File: config.mk
export PLATFORM = sky130hd
export DESIGN_NAME = canctl_regs
export DESIGN_NICKNAME = d
export VERILOG_FILES = /design/src/rtl/canctl_pkg.sv /design/src/rtl/canctl_mode.sv /design/src/rtl/canctl_cmd.sv /design/src/rtl/canctl_irq.sv /design/src/rtl/canctl_stat.sv /design/src/rtl/canctl_regs.sv
export SDC_FILE = /design/constraint.sdc
export NUM_CORES = 1
export LEC_CHECK = 0
export BUFFER_PORTS_ARGS = -buffer_cell sky130_fd_sc_hd__buf_2
export CAP_MARGIN = 20
export CORE_ASPECT_RATIO = 1.25
export CORE_MARGIN = 3
export CORE_UTILIZATION = 25
export CTS_BUF_LIST = sky130_fd_sc_hd__clkbuf_4
export CTS_CLUSTER_SIZE = 40
export DETAILED_ROUTE_END_ITERATION = 6
export RECOVER_POWER = 25
export SYNTH_ARGS = -nofsm -noshare
export SYNTH_HDL_FRONTEND = slang
export SYNTH_SLANG_ARGS = --single-unit
File: constraint.sdc
create_clock -name clk -period 1.5 [get_ports clk]
set_clock_uncertainty 0.2 [all_clocks]
set_input_delay 0.3 -clock clk [delete_from_list [all_inputs] [get_ports clk]]
set_output_delay 0.3 -clock clk [all_outputs]
set_load 0.01 [all_outputs]
File: src/rtl/canctl_pkg.sv
package canctl_pkg;

    localparam int DATA_W   = 32;
    localparam int NUM_IRQ  = 8;
    localparam int ENG_W    = 6;
    localparam int CMD_W    = 6;
    localparam int MODE_W   = 5;

    // word indices on the register bus
    localparam int W_MODE   = 0;
    localparam int W_CMD    = 1;
    localparam int W_STAT   = 2;
    localparam int W_FLAG   = 3;
    localparam int W_ENA    = 4;

    // event / flag / enable bit positions
    localparam int EV_RX    = 0;
    localparam int EV_TX    = 1;
    localparam int EV_WARN  = 2;
    localparam int EV_OVR   = 3;
    localparam int EV_WAKE  = 4;
    localparam int EV_PASV  = 5;
    localparam int EV_ARB   = 6;
    localparam int EV_BERR  = 7;

    typedef struct packed {
        logic sleep;
        logic single_filt;
        logic loopback;
        logic listen_only;
        logic in_reset;
    } mode_t;

    typedef struct packed {
        logic bus_off_req;
        logic self_rx;
        logic clr_ovr;
        logic rel_rx;
        logic abort;
        logic tx_req;
    } cmd_t;

    typedef struct packed {
        logic [1:0] kind;
        logic       dir;
        logic [4:0] seg;
    } berr_t;

    localparam mode_t MODE_RST = '{sleep: 1'b0, single_filt: 1'b0, loopback: 1'b0,
                                   listen_only: 1'b0, in_reset: 1'b1};
    localparam logic [ENG_W-1:0] ENG_RST = 6'b001111;

    function automatic logic [DATA_W-1:0] pack_status(
        input berr_t berr, input logic [4:0] arb,
        input logic [ENG_W-1:0] eng, input logic ovr, input logic rdy);
        return {8'h00, berr, 3'b000, arb, eng, ovr, rdy};
    endfunction

endpackage

File: src/rtl/canctl_mode.sv
module canctl_mode
    import canctl_pkg::*;
(
    input  logic        clk,
    input  logic        rst,
    input  logic        we,
    input  mode_t       wval,
    output mode_t       mode_q
);
    mode_t nxt;

    always_comb begin
        nxt = mode_q;
        if (we) begin
            nxt.in_reset    = wval.in_reset;
            nxt.listen_only = wval.listen_only;
            nxt.loopback    = wval.loopback;
            // guarded fields follow the reset bit held before this write
            if (mode_q.in_reset) begin
                nxt.single_filt = wval.single_filt;
                nxt.sleep       = wval.sleep;
            end
        end
    end

    always_ff @(posedge clk) begin
        if (rst) mode_q <= MODE_RST;
        else     mode_q <= nxt;
    end
endmodule

File: src/rtl/canctl_cmd.sv
module canctl_cmd
    import canctl_pkg::*;
(
    input  logic        clk,
    input  logic        rst,
    input  logic        we,
    input  cmd_t        wval,
    output cmd_t        cmd_now,
    output cmd_t        cmd_q
);
    assign cmd_now = we ? wval : '0;

    always_ff @(posedge clk) begin
        if (rst) cmd_q <= '0;
        else     cmd_q <= cmd_now;
    end
endmodule

File: src/rtl/canctl_irq.sv
module canctl_irq
    import canctl_pkg::*;
#(
    parameter int N = NUM_IRQ
) (
    input  logic         clk,
    input  logic         rst,
    input  logic [N-1:0] ev,
    input  logic         clr_we,
    input  logic         ena_we,
    input  logic [N-1:0] wval,
    output logic [N-1:0] flag_q,
    output logic [N-1:0] ena_q,
    output logic         irq
);
    for (genvar i = 0; i < N; i++) begin : g_src
        always_ff @(posedge clk) begin
            if (rst)
                flag_q[i] <= 1'b0;
            else if (ev[i])
                flag_q[i] <= 1'b1;
            else if (clr_we && wval[i])
                flag_q[i] <= 1'b0;
        end
    end

    always_ff @(posedge clk) begin
        if (rst)         ena_q <= '0;
        else if (ena_we) ena_q <= wval;
    end

    assign irq = |(flag_q & ena_q);
endmodule

File: src/rtl/canctl_stat.sv
module canctl_stat
    import canctl_pkg::*;
(
    input  logic              clk,
    input  logic              rst,
    input  logic              ev_rx,
    input  logic              ev_ovr,
    input  logic              ev_berr,
    input  logic              ev_arb,
    input  logic              rel_rx,
    input  logic              clr_ovr,
    input  logic              rx_more,
    input  logic [ENG_W-1:0]  eng,
    input  berr_t             berr_in,
    input  logic [4:0]        arb_in,
    output logic [DATA_W-1:0] status
);
    logic             rdy_q, ovr_q;
    logic [ENG_W-1:0] eng_q;
    berr_t            berr_q;
    logic [4:0]       arb_q;

    always_ff @(posedge clk) begin
        if (rst) begin
            rdy_q  <= 1'b0;
            ovr_q  <= 1'b0;
            eng_q  <= ENG_RST;
            berr_q <= '0;
            arb_q  <= '0;
        end else begin
            eng_q <= eng;
            if (ev_rx)                   rdy_q <= 1'b1;
            else if (rel_rx && !rx_more) rdy_q <= 1'b0;
            if (ev_ovr)                  ovr_q <= 1'b1;
            else if (clr_ovr)            ovr_q <= 1'b0;
            if (ev_berr)                 berr_q <= berr_in;
            if (ev_arb)                  arb_q  <= arb_in;
        end
    end

    assign status = pack_status(berr_q, arb_q, eng_q, ovr_q, rdy_q);
endmodule

File: src/rtl/canctl_regs.sv
module canctl_regs
    import canctl_pkg::*;
#(
    parameter int ADDR_W = 3
) (
    input  logic              clk,
    input  logic              rst,
    input  logic              wr_en,
    input  logic [ADDR_W-1:0] addr,
    input  logic [31:0]       wdata,
    output logic [31:0]       rdata,
    input  logic [7:0]        ev_i,
    input  logic              rx_more_i,
    input  logic [5:0]        eng_i,
    input  logic [1:0]        err_type_i,
    input  logic              err_dir_i,
    input  logic [4:0]        err_seg_i,
    input  logic [4:0]        arb_pos_i,
    output logic [4:0]        mode_o,
    output logic [5:0]        cmd_o,
    output logic              irq_o
);
    localparam logic [ADDR_W-1:0] A_MODE = ADDR_W'(W_MODE);
    localparam logic [ADDR_W-1:0] A_CMD  = ADDR_W'(W_CMD);
    localparam logic [ADDR_W-1:0] A_STAT = ADDR_W'(W_STAT);
    localparam logic [ADDR_W-1:0] A_FLAG = ADDR_W'(W_FLAG);
    localparam logic [ADDR_W-1:0] A_ENA  = ADDR_W'(W_ENA);

    mode_t              mode_w;
    cmd_t               cmd_now, cmd_w;
    logic [NUM_IRQ-1:0] flag_w, ena_w;
    logic [DATA_W-1:0]  stat_w;
    logic               unused_hi;

    assign unused_hi = ^wdata[31:8];

    canctl_mode u_mode (
        .clk(clk), .rst(rst),
        .we(wr_en && addr == A_MODE),
        .wval(mode_t'(wdata[MODE_W-1:0])),
        .mode_q(mode_w)
    );

    canctl_cmd u_cmd (
        .clk(clk), .rst(rst),
        .we(wr_en && addr == A_CMD),
        .wval(cmd_t'(wdata[CMD_W-1:0])),
        .cmd_now(cmd_now),
        .cmd_q(cmd_w)
    );

    canctl_irq #(.N(NUM_IRQ)) u_irq (
        .clk(clk), .rst(rst),
        .ev(ev_i),
        .clr_we(wr_en && addr == A_FLAG),
        .ena_we(wr_en && addr == A_ENA),
        .wval(wdata[NUM_IRQ-1:0]),
        .flag_q(flag_w),
        .ena_q(ena_w),
        .irq(irq_o)
    );

    canctl_stat u_stat (
        .clk(clk), .rst(rst),
        .ev_rx(ev_i[EV_RX]),
        .ev_ovr(ev_i[EV_OVR]),
        .ev_berr(ev_i[EV_BERR]),
        .ev_arb(ev_i[EV_ARB]),
        .rel_rx(cmd_now.rel_rx),
        .clr_ovr(cmd_now.clr_ovr),
        .rx_more(rx_more_i),
        .eng(eng_i),
        .berr_in('{kind: err_type_i, dir: err_dir_i, seg: err_seg_i}),
        .arb_in(arb_pos_i),
        .status(stat_w)
    );

    always_comb begin
        unique case (addr)
            A_MODE:  rdata = {{(DATA_W-MODE_W){1'b0}}, mode_w};
            A_STAT:  rdata = stat_w;
            A_FLAG:  rdata = {{(DATA_W-NUM_IRQ){1'b0}}, flag_w};
            A_ENA:   rdata = {{(DATA_W-NUM_IRQ){1'b0}}, ena_w};
            default: rdata = '0;  // command word and unmapped words
        endcase
    end

    assign mode_o = mode_w;
    assign cmd_o  = cmd_w;
endmodule

# After elaboration in Yosys (flattened, before gate mapping)
# Cells that the tools add are included.
dict set report totals {
  ff_bits 48
  latch_bits 0
  ramBits 0
  mem_bits_ro 0
  inputBits 66
  out_inout_bits 44
  elab_cells 83
  n_memories 0
}
dict set report op_classes {
  n_addsub 0
  mul 0
  div_mod_pow 0
  order_cmp 0
  n_eq_ne 4
  shift 0
  n_mux 22
  bitwise 2
  n_reduce_logical 28
}
# operator n
set op_table {}
lappend op_table {{$pmux 24 s4} 1}
lappend op_table {{$mux 1} 20}
lappend op_table {{$reduce_bool 2->1} 10}
lappend op_table {{$logic_and 1x1->1} 13}
lappend op_table {{$and 8x8->8} 1}
lappend op_table {{$reduce_or 8->1} 1}
lappend op_table {{$eq 3x2->1 const B} 2}
lappend op_table {{$mux 4} 1}
lappend op_table {{$eq 3x1->1 const B} 1}
lappend op_table {{$eq 3x3->1 const B} 1}
lappend op_table {{$logic_not 3->1} 1}
lappend op_table {{$reduce_and 2->1} 1}
lappend op_table {{$reduce_or 2->1} 1}
lappend op_table {{$logic_not 1->1} 1}
lappend op_table {{$not 1->1} 1}

# Longest topological paths before layout
dict set report depth {
  depth_word 6
  mapped_depth 5
  mapped_depth_nobuf 3
}

# By module
# Synthesis repeated with hierarchy kept, for this count alone.
dict set report hier_totals {
  cells_unflattened 241
  area_unflattened_um2 2452.4
}
# module n_inst cells_each area_each_um2 seq_area_each_um2
set modules_own_cells {}
lappend modules_own_cells {canctl_stat 1 77 804.5 420.4}
lappend modules_own_cells {canctl_irq 1 55 629.4 320.3}
lappend modules_own_cells {canctl_regs 1 72 593.1 0.0}
lappend modules_own_cells {canctl_cmd 1 19 231.5 120.1}
lappend modules_own_cells {canctl_mode 1 18 193.9 100.1}

# Worst setup path after synthesis
# Ideal clock, no wire load.
dict set report synth_path {
  kind {input port to output port}
  startpoint {input addr[0]}
  endpoint {output rdata[1]}
  arrival_ns 1.049
  required_time_ns 1.000
  setup_slack_ns -0.049
  path_stages 5
  path_buffers 2
  path_cell_list {buf_6 > buf_2 > nand2_1 > nor2_1 > o2bb2ai_1}
}
dict set report synth_via {
  elab_chain_cells 2
  word_cells_on_any_way 5
  cone_classes {eq/ne (3); mux (1); reduce/logical (1)}
}
# element line_no
set synth_lines {}
lappend synth_lines {{start: declaration} canctl_regs.sv:9} ;# input logic [ADDR_W-1:0] addr,
lappend synth_lines {{$eq 3x3->1 (tied with other cells)} canctl_regs.sv:79} ;# unique case (addr)
lappend synth_lines {{$pmux 24 s4 (*)} canctl_regs.sv:79}
lappend synth_lines {{end: declaration} canctl_regs.sv:11} ;# output logic [31:0] rdata,
# Mark *: on every way between the ends. The rest lies on a longest branch, timed or not.

# Worst setup path after layout
dict set report layout_path {
  startpoint {register u_mode.mode_q[4] (netlist name)}
  endpoint {output rdata[4]}
}
dict set report layout_via {
  elab_chain_cells 1
}
# element line_no
set layout_lines {}
lappend layout_lines {{start: declaration} canctl_mode.sv:8} ;# output mode_t mode_q
lappend layout_lines {{start signal: assignment} canctl_mode.sv:28} ;# else mode_q <= nxt;
lappend layout_lines {{$pmux 24 s4} canctl_regs.sv:79}
# No other way between the ends.

==> run summary <==
Simple-Gate Fraction of Synth Area - 26.47%
DP Worst Slack - -0.2690 ns
n_diodes - 0
reg2reg end - u_mode.mode_q[0]$_SDFFE_PP1P_
CP bufs+invs - 1
Post-DP HPWL - 4502 um
worst vdd ir - 0.3060 mV
min cycle time layout - 1.782 ns
Routed WL - 6179 um
RSZ-0062 raised after global routing - yes
Final Slew Violations - 0
Final setup viols - 22
synthesized instance count - 223
CP peak stage delay - 0.38 ns
count leader, synth - dfxtp_1
Clk Latency, worst-skew pair - 0.36 ns
Post-synth top cells - dfxtp_1, nor2_1, mux2i_1
Hold Path Class - input port to flip-flop
Post-synth ARST share - 0%
# DRC - 0
endpoints failing hold - 0
clock sink total - 48
worst setup margin - -0.2818 ns
status - finished with violations
Clock Pin Slew Worst Setup and Hold Paths - 0.14 ns
WS Path Type - flip-flop to primary output
FILL cells - 839
max_cap viols - 0
hold depth - 3
Final Instance Count excl. Fillers - 447
vias in the first global route - 1922
share of post-route cells with drive strength above 1 - 43.14%
CP Capture Type - primary output
All-Layer GR Usage - 12.30%
ordered list of cells on the worst path - mux2i_1 > a2bb2oi_1 > o2bb2ai_1 > buf_2
Synth top area share - 44.29%
Routed Antenna Nets - 0
clk buf depth - 2
core footprint - 8333 um2
syn_area_per_cell - 9.729 um2
Inst Count DP - 405
first-pass GRT wire length - 9246 um
leading area contributor after synthesis - dfxtp_1
FF-to-FF Start - u_mode.mode_q[0]$_SDFFE_PP1P_
CP max FO - 2
post-synth cell types - 29
Top delay family on crit path - flip-flops
first-iteration detailed-routing DRC count - 28
Adder-Cell Fraction of Synth Area - 0%
Worst Hold Path EP - u_stat.rdy_q$_SDFFE_PP0P_
xor/xnor share of the synthesized area - 0%
die height - 110.2 um
flop2flop setup slack - 0.34 ns
Final Cycle Share - 118.8%
placer congestion estimate - 0.8405
Die X - 89.32 um
number of placement rows - 37
Area growth syn-to-layout - 55.65%
startpoint types - flip-flop
LEAKAGE - 1.533 nW
CP arrival - 1.28 ns
violated checks - setup timing
CTS buffer count - 5
initial antenna violation count - 0
PD cells - 723.4 nW/um2
Final #Nets - 416
Primary FF master, synth - dfxtp_1
post-DR wirelength/cell - 13.82 um
Seq/Total Area, Yosys - 44.29%
via count - 1990
Root Driver - clkbuf_4
I/O Buffers - 74
largest family of logic cells by synthesized area - simple AND/OR/NAND/NOR gates
Yosys Warn Count - 0
Worst R2R Path Depth - 3
GRT overflow - 0
Die ar. - 9839 um2
Max Clock Freq - 561.2 MHz
critical path's slowest cell - dfxtp_2
Top Ports - 110
Pre-antenna DRT Iters - 3
H-tree depth - 2
initial core utilization - 26.04%
mux share of post-synthesis cell area - 14.76%
largest net degree at the start of global routing - 14
Post-synth EDFFs - 0
drt via density - 4.452
Synth Area in Compound Gates - 6.920%
synthesized area - 2170 um2
CTS tree - yes
Hold Path Origin - ev_i[0]
flop and latch count out of synthesis - 48
top area cells in the synthesized netlist - dfxtp_1, mux2i_1, nor2_1
Crit path required time - 1.00 ns
metrics by stage:
stage / util [%] / area (um2) / setup TNS [ns] / power (W) / hold slack [ns]
final: 40.53 / 3377 / -2.978 / 0.002443 / 0.01352
after floorplan: - / 2211 / 0 / 0.001611 / 0.2038
after CTS: 38.24 / 3187 / -5.163 / 0.002453 / 0.0005255
after global routing: 40.53 / 3377 / -4.371 / 0.002577 / 0.006225
after global placement: 33.17 / 2764 / -9.087 / 0.001753 / 0.2665
after detailed placement: 33.17 / 2764 / -9.152 / 0.001761 / 0.2765
layer usage:
layer / up-vias / global-route usage [%] / wire, um / part of all wire [%]
met4: 0 / 4.149 / 128 / 2.1
met3: 10 / 2.974 / 333 / 5.4
li1: 997 / - / - / -
met2: 62 / 20.97 / 3108 / 50
met5: - / 0 / 0 / 0
met1: 921 / 14.98 / 2607 / 42
where the power goes:
group	leakage [nW]	internal, W	total [W]	switching (W)
clock	0.0315	0.000192	0.000606	0.000414
combinational	1.10	0.000261	0.000460	0.000199
sequential	0.398	0.00134	0.00138	0.0000402
total	1.53	0.00179	0.00244	0.000652
final cells by class:
cell class,count,area (um2),share of cell area [%]
clock buffers,6,45.04,1.334
clock inverters,1,5.005,0.1482
multi-input cells,161,1154,34.16
flip-flops and latches,48,978.4,28.97
well taps,97,121.4,3.594
repair buffers,134,1074,31.79
state kept, by name (all words and copies together) (netlist names):
name           count
u_irq.ena_q        8
u_irq.flag_q       8
u_stat.status      8
u_cmd.cmd_q        6
u_stat.eng_q       6
u_mode.mode_q      5
u_stat.arb_q       5
u_stat.ovr_q       1
u_stat.rdy_q       1
how the worst max path moves through the flow:
| stage | startpoint | to | slack (ns) | cells after the start |
|---|---|---|---|---|
| after global routing | u_mode.mode_q[4]$_SDFFE_PP0P_ | rdata[4] | -0.37 | 4 |
| after CTS | u_mode.mode_q[3]$_SDFFE_PP0P_ | rdata[3] | -0.31 | 4 |
| after detailed placement | addr[1] | rdata[16] | -0.27 | 6 |
| after floorplan | addr[0] | rdata[1] | 0.005 | 5 |
| final | u_mode.mode_q[4]$_SDFFE_PP0P_ | rdata[4] | -0.28 | 4 |
| after global placement | addr[1] | rdata[18] | -0.27 | 6 |
cells by family (layout without fill, tap and decap cells):
kind of cell / Yosys count / after routing
AO/OA/AOI/OAI: 20 / 20
other: 1 / 11
flip-flops: 48 / 48
multiplexers: 32 / 32
AND/OR/NAND/NOR: 98 / 98
buffers and inverters: 24 / 141
worst reg2reg max path: stages, from the launching register on:
cell and delay [ns]:
dfxtp_2 0.36, buf_6 0.12, nor2b_1 0.12, a211o_1 0.27
timing repair:
item / in CTS / in global routing
cloned: 0 / 1
hold endpoints to repair: 31 / 0
hold buffers: 30 / 0
resized for setup: 21 / 49
setup buffers: 3 / 1
endpoints found under the setup margin: 24 / 26
pin swaps: 5 / 16
layout by cell type, fill, tap and decap left out, types with 8 or more instances in the layout:
master         netlist  final
buf_6                3     23
conb_1               1     11
nor3_1               9      9
and2_4               0     13
nor3b_1              8      8
nor2_1              35     34
buf_4               12     21
buf_2                2     54
dfxtp_1             48     34
dfxtp_2              0     14
dlygate4sd3_1        0     30
mux2i_1             32     32
Note: power is estimated with default switching activity, not from simulation.
